**src/rtl/lsq_arb_pkg.sv**
```systemverilog
package lsq_arb_pkg;

    localparam int LSQ_SLOTS = 4;
    localparam int LSQ_IDX_W = $clog2(LSQ_SLOTS);

    // One age-buffer entry: a pointer to a reservation slot plus its kind.
    typedef struct packed {
        logic                 vld;
        logic                 is_st;
        logic [LSQ_IDX_W-1:0] slot;
    } age_ent_t;

    typedef enum logic [1:0] {
        OCC_EMPTY = 2'd0,
        OCC_OPEN  = 2'd1,
        OCC_FULL  = 2'd2
    } occ_state_t;

endpackage

```
**src/rtl/lsq_age_buffer.sv**
```systemverilog
module lsq_age_buffer
    import lsq_arb_pkg::*;
#(
    parameter int DEPTH = LSQ_SLOTS,
    localparam int IDX_W = $clog2(DEPTH),
    localparam int CNT_W = $clog2(DEPTH + 1)
) (
    input  logic                   clk,
    input  logic                   rst_n,
    input  logic                   alloc_en,
    input  logic [IDX_W-1:0]       alloc_slot,
    input  logic                   alloc_st,
    input  logic                   rm_en,
    input  logic [IDX_W-1:0]       rm_pos,
    output age_ent_t [DEPTH-1:0]   ents,
    output logic [CNT_W-1:0]       count
);

    age_ent_t [DEPTH-1:0] shifted;
    age_ent_t [DEPTH-1:0] ents_nxt;
    logic [CNT_W-1:0]     cnt_after;
    logic [CNT_W-1:0]     cnt_nxt;

    // Compaction: positions at or behind the removed one take their younger neighbour.
    generate
        for (genvar p = 0; p < DEPTH; p++) begin : g_shift
            if (p == DEPTH - 1) begin : g_last
                always_comb begin
                    if (rm_en && (IDX_W'(p) >= rm_pos))
                        shifted[p] = '0;
                    else
                        shifted[p] = ents[p];
                end
            end else begin : g_mid
                always_comb begin
                    if (rm_en && (IDX_W'(p) >= rm_pos))
                        shifted[p] = ents[p+1];
                    else
                        shifted[p] = ents[p];
                end
            end
        end
    endgenerate

    assign cnt_after = count - CNT_W'(rm_en);
    assign cnt_nxt   = cnt_after + CNT_W'(alloc_en);

    // Append after compaction: the new entry takes the first free position.
    always_comb begin
        ents_nxt = shifted;
        for (int p = 0; p < DEPTH; p++) begin
            if (alloc_en && (CNT_W'(p) == cnt_after)) begin
                ents_nxt[p].vld   = 1'b1;
                ents_nxt[p].is_st = alloc_st;
                ents_nxt[p].slot  = alloc_slot;
            end
        end
    end

    always_ff @(posedge clk or negedge rst_n) begin
        if (!rst_n) begin
            ents  <= '0;
            count <= '0;
        end else begin
            ents  <= ents_nxt;
            count <= cnt_nxt;
        end
    end

    AST_NO_OVERFLOW: assert property (@(posedge clk) disable iff (!rst_n)
        count <= CNT_W'(DEPTH)) else $error("count above depth");

    AST_REMOVE_VALID: assert property (@(posedge clk) disable iff (!rst_n)
        rm_en |-> ents[rm_pos].vld) else $error("removal of empty position");

    AST_REMOVE_SHRINKS: assert property (@(posedge clk) disable iff (!rst_n)
        (rm_en && !alloc_en) |=> (count == $past(count) - CNT_W'(1))) else $error("removal lost");

    AST_ALLOC_GROWS: assert property (@(posedge clk) disable iff (!rst_n)
        (rm_en && alloc_en) |=> (count == $past(count))) else $error("alloc plus removal miscounted");

endmodule

```
**src/rtl/lsq_pick.sv**
```systemverilog
module lsq_pick
    import lsq_arb_pkg::*;
#(
    parameter int DEPTH = LSQ_SLOTS,
    localparam int IDX_W = $clog2(DEPTH)
) (
    input  logic                 clk,
    input  logic                 rst_n,
    input  age_ent_t [DEPTH-1:0] ents,
    input  logic [DEPTH-1:0]     slot_ready,
    input  logic                 commit_ok,
    output logic                 pick_vld,
    output logic [IDX_W-1:0]     pick_pos,
    output logic [IDX_W-1:0]     pick_slot
);

    logic fenced;

    // Step one: head store with permission. Step two: oldest ready unfenced load.
    always_comb begin
        pick_vld  = 1'b0;
        pick_pos  = '0;
        pick_slot = '0;
        fenced    = 1'b0;
        if (ents[0].vld && ents[0].is_st && commit_ok) begin
            pick_vld  = 1'b1;
            pick_pos  = '0;
            pick_slot = ents[0].slot;
        end else begin
            for (int p = 0; p < DEPTH; p++) begin
                if (ents[p].vld && !fenced && !pick_vld && !ents[p].is_st
                    && slot_ready[ents[p].slot]) begin
                    pick_vld  = 1'b1;
                    pick_pos  = IDX_W'(p);
                    pick_slot = ents[p].slot;
                end
                if (ents[p].vld && ents[p].is_st)
                    fenced = 1'b1;
            end
        end
    end

    AST_STORE_AT_HEAD: assert property (@(posedge clk) disable iff (!rst_n)
        (pick_vld && ents[pick_pos].is_st) |-> (pick_pos == '0 && commit_ok))
        else $error("store granted away from head");

    AST_HEAD_STORE_WINS: assert property (@(posedge clk) disable iff (!rst_n)
        (ents[0].vld && ents[0].is_st && commit_ok) |-> (pick_vld && pick_pos == '0))
        else $error("permitted head store not granted");

    AST_LOAD_UNFENCED: assert property (@(posedge clk) disable iff (!rst_n)
        (pick_vld && !ents[pick_pos].is_st && pick_pos != '0) |-> !ents[0].is_st)
        else $error("load passed head store");

    AST_LOAD_READY: assert property (@(posedge clk) disable iff (!rst_n)
        (pick_vld && !ents[pick_pos].is_st) |-> slot_ready[pick_slot])
        else $error("unready load granted");

endmodule

```
**src/rtl/lsq_age_arbiter.sv**
```systemverilog
module lsq_age_arbiter
    import lsq_arb_pkg::*;
#(
    parameter int NUM_SLOTS = LSQ_SLOTS,
    localparam int IDX_W = $clog2(NUM_SLOTS),
    localparam int CNT_W = $clog2(NUM_SLOTS + 1)
) (
    input  logic                 clk,
    input  logic                 rst_n,
    input  logic                 alloc_valid,
    input  logic [IDX_W-1:0]     alloc_slot,
    input  logic                 alloc_is_store,
    input  logic [NUM_SLOTS-1:0] slot_ready,
    input  logic                 st_commit_ok,
    output logic [NUM_SLOTS-1:0] grant,
    output logic                 mem_en,
    output logic [IDX_W-1:0]     grant_slot,
    output logic                 full
);

    occ_state_t               state, state_nxt;
    age_ent_t [NUM_SLOTS-1:0] ents;
    logic [CNT_W-1:0]         count;
    logic [CNT_W-1:0]         occ_nxt;
    logic                     alloc_acc;
    logic                     pick_vld;
    logic [IDX_W-1:0]         pick_pos;
    logic [IDX_W-1:0]         pick_slot;
    logic                     rm_en;

    assign alloc_acc = alloc_valid && (state != OCC_FULL);
    assign rm_en     = mem_en;

    lsq_age_buffer #(.DEPTH(NUM_SLOTS)) u_buf (
        .clk        (clk),
        .rst_n      (rst_n),
        .alloc_en   (alloc_acc),
        .alloc_slot (alloc_slot),
        .alloc_st   (alloc_is_store),
        .rm_en      (rm_en),
        .rm_pos     (pick_pos),
        .ents       (ents),
        .count      (count)
    );

    lsq_pick #(.DEPTH(NUM_SLOTS)) u_pick (
        .clk        (clk),
        .rst_n      (rst_n),
        .ents       (ents),
        .slot_ready (slot_ready),
        .commit_ok  (st_commit_ok),
        .pick_vld   (pick_vld),
        .pick_pos   (pick_pos),
        .pick_slot  (pick_slot)
    );

    assign occ_nxt = count - CNT_W'(rm_en) + CNT_W'(alloc_acc);

    // Next-state logic: FILL, TOP_OFF, DRAIN_ONE, DRAIN_LAST.
    always_comb begin
        state_nxt = state;
        unique case (state)
            OCC_EMPTY: if (alloc_acc) state_nxt = OCC_OPEN;                        // FILL
            OCC_OPEN: begin
                if (occ_nxt == CNT_W'(NUM_SLOTS)) state_nxt = OCC_FULL;           // TOP_OFF
                else if (occ_nxt == '0)           state_nxt = OCC_EMPTY;          // DRAIN_LAST
            end
            OCC_FULL: if (rm_en) state_nxt = OCC_OPEN;                             // DRAIN_ONE
            default:  state_nxt = OCC_EMPTY;
        endcase
    end

    always_ff @(posedge clk or negedge rst_n) begin
        if (!rst_n) state <= OCC_EMPTY;
        else        state <= state_nxt;
    end

    // Output logic.
    always_comb begin
        grant      = '0;
        mem_en     = 1'b0;
        grant_slot = '0;
        full       = 1'b0;
        unique case (state)
            OCC_EMPTY: ;
            OCC_OPEN, OCC_FULL: begin
                full       = (state == OCC_FULL);
                mem_en     = pick_vld;
                grant_slot = pick_slot;
                if (pick_vld) grant = NUM_SLOTS'(1) << pick_slot;
            end
            default: ;
        endcase
    end

    AST_ONE_GRANT: assert property (@(posedge clk) disable iff (!rst_n)
        $onehot0(grant)) else $error("multiple grants");

    AST_EN_MATCHES_GRANT: assert property (@(posedge clk) disable iff (!rst_n)
        mem_en |-> grant[grant_slot]) else $error("enable without matching grant");

    AST_IDLE_WHEN_EMPTY: assert property (@(posedge clk) disable iff (!rst_n)
        (count == '0) |-> !mem_en) else $error("enable with empty buffer");

    AST_FULL_COUNT: assert property (@(posedge clk) disable iff (!rst_n)
        full |-> (count == CNT_W'(NUM_SLOTS))) else $error("full flag wrong");

    AST_FULL_IGNORES_ALLOC: assert property (@(posedge clk) disable iff (!rst_n)
        (full && alloc_valid && !mem_en) |=> full) else $error("alloc while full altered state");

endmodule

```
**config.mk**
```make
export PLATFORM = sky130hd
export DESIGN_NAME = lsq_age_arbiter
export DESIGN_NICKNAME = d
export VERILOG_FILES = /design/src/rtl/lsq_arb_pkg.sv /design/src/rtl/lsq_age_buffer.sv /design/src/rtl/lsq_pick.sv /design/src/rtl/lsq_age_arbiter.sv
export SDC_FILE = /design/constraint.sdc
export NUM_CORES = 1
export LEC_CHECK = 0
export ABC_CLOCK_PERIOD_IN_PS = 5010
export BUFFER_PORTS_ARGS = -buffer_cell sky130_fd_sc_hd__buf_4
export CAP_MARGIN = 10
export CORE_UTILIZATION = 55
export DETAILED_ROUTE_END_ITERATION = 6
export GPL_ROUTABILITY_DRIVEN = 1
export HOLD_SLACK_MARGIN = 0.1
export PLACE_DENSITY_LB_ADDON = 0.3
export SLEW_MARGIN = 10
export SYNTH_ARGS = -nofsm -noshare
export SYNTH_HDL_FRONTEND = slang
export SYNTH_SLANG_ARGS = --single-unit
```
**constraint.sdc**
```tcl
create_clock -name clk -period 5.01 [get_ports clk]
set_input_delay 0.2505 -clock clk [delete_from_list [all_inputs] [get_ports clk]]
set_output_delay 0.2505 -clock clk [all_outputs]
set_load 0.01 [all_outputs]
```
# Word level (Yosys, flattened, before mapping)
# Index checks and enable logic that the tools add are counted.
dict set report word_totals {
  ff_bits 21
  latch_bits 0
  ram_bits 0
  mem_bits_ro 0
  out_inout_bits 8
  word_cells 130
  mem_count 0
}
dict set report op_classes {
  n_addsub 2
  n_mul 0
  div 0
  n_lt_le_gt_ge 8
  eq_ne 10
  shift 1
  muxes 49
  bitwise 0
  n_reduce_logical 46
}
# op count
set op_table {}
lappend op_table {{4-bit 2-to-1 mux} 10}
lappend op_table {{1-bit logical AND} 27}
lappend op_table {{2-bit 2-to-1 mux} 13}
lappend op_table {{1-bit 2-to-1 mux} 21}
lappend op_table {{2-bit by 3-bit < comparator with 1-bit output, second input constant} 4}
lappend op_table {{1-bit zero test} 10}
lappend op_table {{1-bit binary-select mux with 2-bit select} 4}
lappend op_table {{2-bit nonzero test} 4}
lappend op_table {{2-bit by 3-bit equality test with 1-bit output, first input constant} 2}
lappend op_table {{3-bit zero test} 2}
lappend op_table {{2-bit case mux with 3 select lines} 1}
lappend op_table {{1-bit by 2-bit greater-or-equal comparator with 1-bit output, first input constant} 2}
lappend op_table {{2-bit greater-or-equal comparator, first input constant} 2}
lappend op_table {{2-bit by 1-bit != test with 1-bit output, second input constant} 2}
lappend op_table {{1-bit by 2-bit left shift with 4-bit output, first input constant} 1}
lappend op_table {{3-bit by 1-bit adder with 3-bit output} 1}
lappend op_table {{1-bit by 3-bit equality test with 1-bit output, first input constant} 1}
lappend op_table {{3-bit equality test, second input constant} 1}
lappend op_table {{3-bit != test, second input constant} 1}
lappend op_table {{3-bit AND reduction} 1}
lappend op_table {{3-bit by 1-bit subtractor with 3-bit output} 1}
lappend op_table {{2-bit by 1-bit equality test with 1-bit output, second input constant} 1}
lappend op_table {{2-bit equality test, second input constant} 1}
lappend op_table {{2-bit zero test} 1}
lappend op_table {{other kinds (2)} 2}

# Depth between registers and ports, before layout
dict set report depth {
  ltp_word 30
  depth_mapped 13
  mapped_depth_nobuf 13
}

# By module
# A second synthesis with hierarchy kept.
dict set report unflattened {
  hier_cells 148
  hier_area_um2 1697.9
}
# module n_inst cells_per_inst area_per_inst_um2 seq_area_each_um2
set by_module_without_submodules {}
lappend by_module_without_submodules {lsq_age_buffer 1 69 957.2 475.5}
lappend by_module_without_submodules {lsq_pick 1 43 396.6 0.0}
lappend by_module_without_submodules {lsq_age_arbiter 1 36 344.1 50.0}

# Worst setup path after synthesis
# Ideal clock, no wire load.
dict set report synth_path {
  path_type {register -> register}
  start {register u_buf.ents[4] (netlist name)}
  end {register u_buf.ents[10] (netlist name)}
  setup_ns 0.132
  arrival_ns 3.402
  required_ns 4.878
  path_slack_ns 1.476
  stages_incl_launch_ff 14
  n_path_buf 1
  synth_period_minus_slack_ns 3.534
  path_cell_list {dfrtp_1 -> mux4_2 -> and4b_4 -> or4_4 -> o21ai_4 -> inv_1 -> ha_1 -> ha_1 -> xnor2_1 -> nand2_1 -> or3_1 -> clkbuf_1 -> nor2_1 -> a21oi_1}
}
dict set report synth_between {
  elab_chain_cells 22
  word_cells_on_any_way 29
}
# item line
set synth_rtl {}
lappend synth_rtl {{1-bit binary-select mux with 2-bit select (*)} lsq_pick.sv:32} ;# && slot_ready[ents[p].slot]) begin
lappend synth_rtl {{1-bit 2-to-1 mux (not written as such) (*)} lsq_pick.sv:32}
lappend synth_rtl {{1-bit logical AND (*)} lsq_pick.sv:32}
lappend synth_rtl {{1-bit 2-to-1 mux (*)} lsq_pick.sv:31} ;# if (ents[p].vld && !fenced && !pick_vld && !ents[p].is_st
lappend synth_rtl {{1-bit 2-to-1 mux (*)} lsq_pick.sv:25} ;# if (ents[0].vld && ents[0].is_st && commit_ok) begin
lappend synth_rtl {{1-bit zero test} lsq_pick.sv:31}
lappend synth_rtl {{1-bit logical AND (2 in a row)} lsq_pick.sv:31}
lappend synth_rtl {{1-bit logical AND} lsq_pick.sv:32}
lappend synth_rtl {{(+6 left out)} --}
lappend synth_rtl {{1-bit 2-to-1 mux (*)} lsq_pick.sv:31}
lappend synth_rtl {{1-bit 2-to-1 mux (*)} lsq_pick.sv:25}
lappend synth_rtl {{1-bit 2-to-1 mux (*)} lsq_age_arbiter.sv:84} ;# unique case (state)
lappend synth_rtl {{via mem_en} lsq_age_arbiter.sv:16} ;# output logic mem_en,
lappend synth_rtl {{3-bit by 1-bit subtractor with 3-bit output} lsq_age_buffer.sv:45} ;# assign cnt_after = count - CNT_W'(rm_en);
lappend synth_rtl {{2-bit by 3-bit equality test with 1-bit output} lsq_age_buffer.sv:52} ;# if (alloc_en && (CNT_W'(p) == cnt_after)) begin
lappend synth_rtl {{1-bit logical AND} lsq_age_buffer.sv:52}
lappend synth_rtl {{4-bit 2-to-1 mux / 2-bit nonzero test (equally long branches)} --}
# Mark *: on every way through the listed nets, which the timed path passes. The rest lies on a longest branch. The select of a mux whose other input is x is not followed.
# A chain may end at the register's enable or synchronous reset.

# Worst setup path in the final report
dict set report layout_path {
  start {register u_buf.ents[4] (netlist name)}
  end {register u_buf.ents[14] (netlist name)}
}
dict set report layout_between {
  elab_chain_cells 22
  word_cells_on_any_way 29
}
# item line
set layout_rtl {}
lappend layout_rtl {{1-bit binary-select mux with 2-bit select (*)} lsq_pick.sv:32}
lappend layout_rtl {{1-bit 2-to-1 mux (not written as such) (*)} lsq_pick.sv:32}
lappend layout_rtl {{1-bit logical AND (*)} lsq_pick.sv:32}
lappend layout_rtl {{1-bit 2-to-1 mux} lsq_pick.sv:31}
lappend layout_rtl {{1-bit 2-to-1 mux} lsq_pick.sv:25}
lappend layout_rtl {{1-bit zero test} lsq_pick.sv:31}
lappend layout_rtl {{1-bit logical AND (2 in a row)} lsq_pick.sv:31}
lappend layout_rtl {{1-bit logical AND} lsq_pick.sv:32}
lappend layout_rtl {{(+5 left out)} --}
lappend layout_rtl {{1-bit logical AND} lsq_pick.sv:32}
lappend layout_rtl {{1-bit 2-to-1 mux} lsq_pick.sv:31}
lappend layout_rtl {{1-bit 2-to-1 mux} lsq_pick.sv:25}
lappend layout_rtl {{1-bit 2-to-1 mux} lsq_age_arbiter.sv:84}
lappend layout_rtl {{3-bit by 1-bit subtractor with 3-bit output} lsq_age_buffer.sv:45}
lappend layout_rtl {{2-bit by 3-bit equality test with 1-bit output} lsq_age_buffer.sv:52}
lappend layout_rtl {{1-bit logical AND} lsq_age_buffer.sv:52}
lappend layout_rtl {{4-bit 2-to-1 mux / 2-bit nonzero test (equally long branches)} --}
# Mark *: on every way between the ends. The rest lies on a longest branch, timed or not. The select of a mux whose other input is x is not followed.

==> run metrics <==
status=finished, final reports clean; core footprint=~2500 µm²; Post-synth EDFFs=0; Fmax achieved=0.255 GHz; Nets=194; Synth Flop Type=dfrtp_1; worst vdd ir=0.555 mV; worst skew pair latency=0.30 ns; register area share after synthesis=between 30% and 40%; async set or reset register ratio after synthesis=between 90% and 100%; synthesized instance count=154; Final Power=1180 µW; count of pins over their slew limit=0; logic gate share of total power=63.1%; r2r worst-path depth=11; crit-path max FO=9; RSZ-0062 raised after global routing=false; Reg-to-Reg End=u_buf.ents[14]; post-CTS sizing=0; DR iter-0 viols=25; Reg clk slew, reported paths=0.12 ns; first-pass GRT wire length=5280 µm; routability cong.=about 0.84; Area Overhead vs Synth=14.0%; register share of total power=~30%; post-DP HPWL=roughly 2700 µm; Fin. Hold Viols=0; reg2reg start=u_buf.ents[4]; Switching Fraction=47.1%; layout cells sized above 1=about a fifth; Synth warnings=0; CTS tree=yes; internal power=624 µW; max-cap violation count=0; CTS root buf=clkbuf_4; clock buffer count from CTS=3; DRC viols=0; average size of a mapped cell=9.36 µm²; Clock Power Share=6.8%; via/cell ratio=6.00; clock tree buffer depth=2; CTS sink count=21; commonest non-fill, non-tap cell in the layout=dfrtp_1; Antenna Nets Post-Route=0; total of fill cells in the finished design=around 210; sw power=556 µW; Hold WC Path Type=input port to register; post-layout instance area=approximately 1600 µm²; commonest cells after routing, fill and taps aside=21 x dfrtp_1, 18 x buf_4, 16 x nand2_1, 14 x nor2_1, 13 x mux2i_1; diode count=0; element type at the critical path end=register; Final Util=between 60% and 70%; Hold WS=0.183 ns; Yosys cell types=between 40 and 50; drt wl/cell=16.6 µm; Crit path arrival time=just over 4 ns; Port-buffer cells=18; syn nets=roughly 170; DIE AREA=2830 µm²; Crit Path Class=register to register; First-pass DRT Iterations=4; Post-DP Area=1610 µm²; die width=53.2 µm; Slew HR=54.6%; Rows=18; vias in the first global route=around 1.1k; largest net degree at the start of global routing=22; Initial Util=58.2%; CP startpoint kind=register; Worst-Margin Slew=0.676 ns; I/O pins=19; post-CTS setup buffers=0; Setup violations, final=0; antenna violations before repair=0; worst setup path start=u_buf.ents[4]; GR Overflow Total=0; die height=53.2 µm; Clock H-tree levels=1; Via Count=1231; critical path endpoint=u_buf.ents[14]; Tmin final=between 3 and 4 ns; Final TNS setup=0 ns; Worst Skew=0.00778 ns; leak pwr=around 0.00079 µW; Critical Path RT=5.18 ns; GRT Resource Usage Total=27.2%; PwrDens=719 nW/µm²; drt total wl=3400 µm; FF+latch count, synth=21; internal reg-to-reg setup slack=1.08 ns; synthesized cell area=1440 µm²; final cycle utilization of the critical path=between 70% and 80%
## worst max-delay path: stages (launching register included)
cell     delay, ns
dfrtp_1       0.43
mux4_2        0.51
and4b_4       0.23
or4_4         0.58
o21ai_4       0.30
inv_1         0.13
ha_1          0.22
ha_1          0.19
xnor2_1       0.35
nand2_1       0.12
nor3_1        0.54
o21ai_0       0.20
## layer usage
metal	part of all wire, %	wire [µm]	GRT usage, %
met4	1.3	44	10.1
met3	4.4	149	2.30
met2	53	1810	51.7
met5	0	0	0
met1	41	1390	31.1
## cells in the mapped netlist (3+ instances only)
master	count	area share (%)
nand3_1	5	1.7
xnor2_1	3	1.8
dfrtp_1	21	36
nand4_1	3	1.3
mux2_2	3	2.3
nor3_1	3	1.0
a21oi_1	11	3.8
nor2_1	14	3.6
ha_1	7	6.1
nor2b_1	4	1.7
o21ai_0	8	2.8
inv_1	10	2.6
or3_1	3	1.3
mux2i_1	13	9.0
nand2_1	16	4.2
## through the flow
stage	worst slack, ns	instances
global placement	1.33	200
CTS	1.14	205
detailed placement	1.15	200
finish	1.08	205
floorplan	1.48	154
global route	0.834	205
## repair_timing
action / in CTS / in global routing
hold endpoints to repair: 21 / 0
endpoints found under the setup margin: 0 / 0
hold buffers: 1 / 0
## registers in the layout (all words and copies together) (netlist names)
name and flops:
state 2, u_buf.ents 16, u_buf.count 3
## worst min path at each step
stage / to / slack (ns) / from / cells past startpoint
6_report: u_buf.ents[12] / 0.18 / alloc_slot[0] / 3
5_1_grt: u_buf.ents[13] / 0.21 / alloc_slot[1] / 3
4_1_cts: u_buf.ents[12] / 0.18 / alloc_slot[0] / 3
3_5_place_dp: u_buf.ents[7] / 0.15 / rst_n / 1
3_3_place_gp: u_buf.ents[3] / 0.14 / rst_n / 1
2_1_floorplan: state[0] / -0.05 / rst_n / 0
## cells by family (layout without fill, tap and decap cells)
logic type	after synthesis	after routing	share of synthesized area (%)
mux	18	18	14.5
compound gates	33	33	15.6
fa+ha+maj	7	7	6.08
xor+xnor	3	3	1.82
buf+inv	12	33	3.13
flops	21	21	36.5
simple gates	60	60	22.4
## area by class of cell
cell class | count | area (µm²) | share of cell area [%]
Timing Repair Buffer | 19 | 145 | 8.83
Multi-Input combinational cell | 121 | 871 | 53.0
Inverter | 10 | 37.5 | 2.28
Clock buffer | 4 | 26.3 | 1.60
Tap cell | 30 | 37.5 | 2.28
Sequential cell | 21 | 526 | 32.0
## power groups by stage
stage          Combinational, µW  Sequential, µW  Clock [µW]
3_5_place_dp                 745             356           0
3_3_place_gp                 709             352           0
4_1_cts                      746             353        81.6
2_1_floorplan                573             327           0
5_1_grt                      819             368        87.5
6_report                     745             355        80.8
No activity file was read; power rests on OpenSTA's default activity.
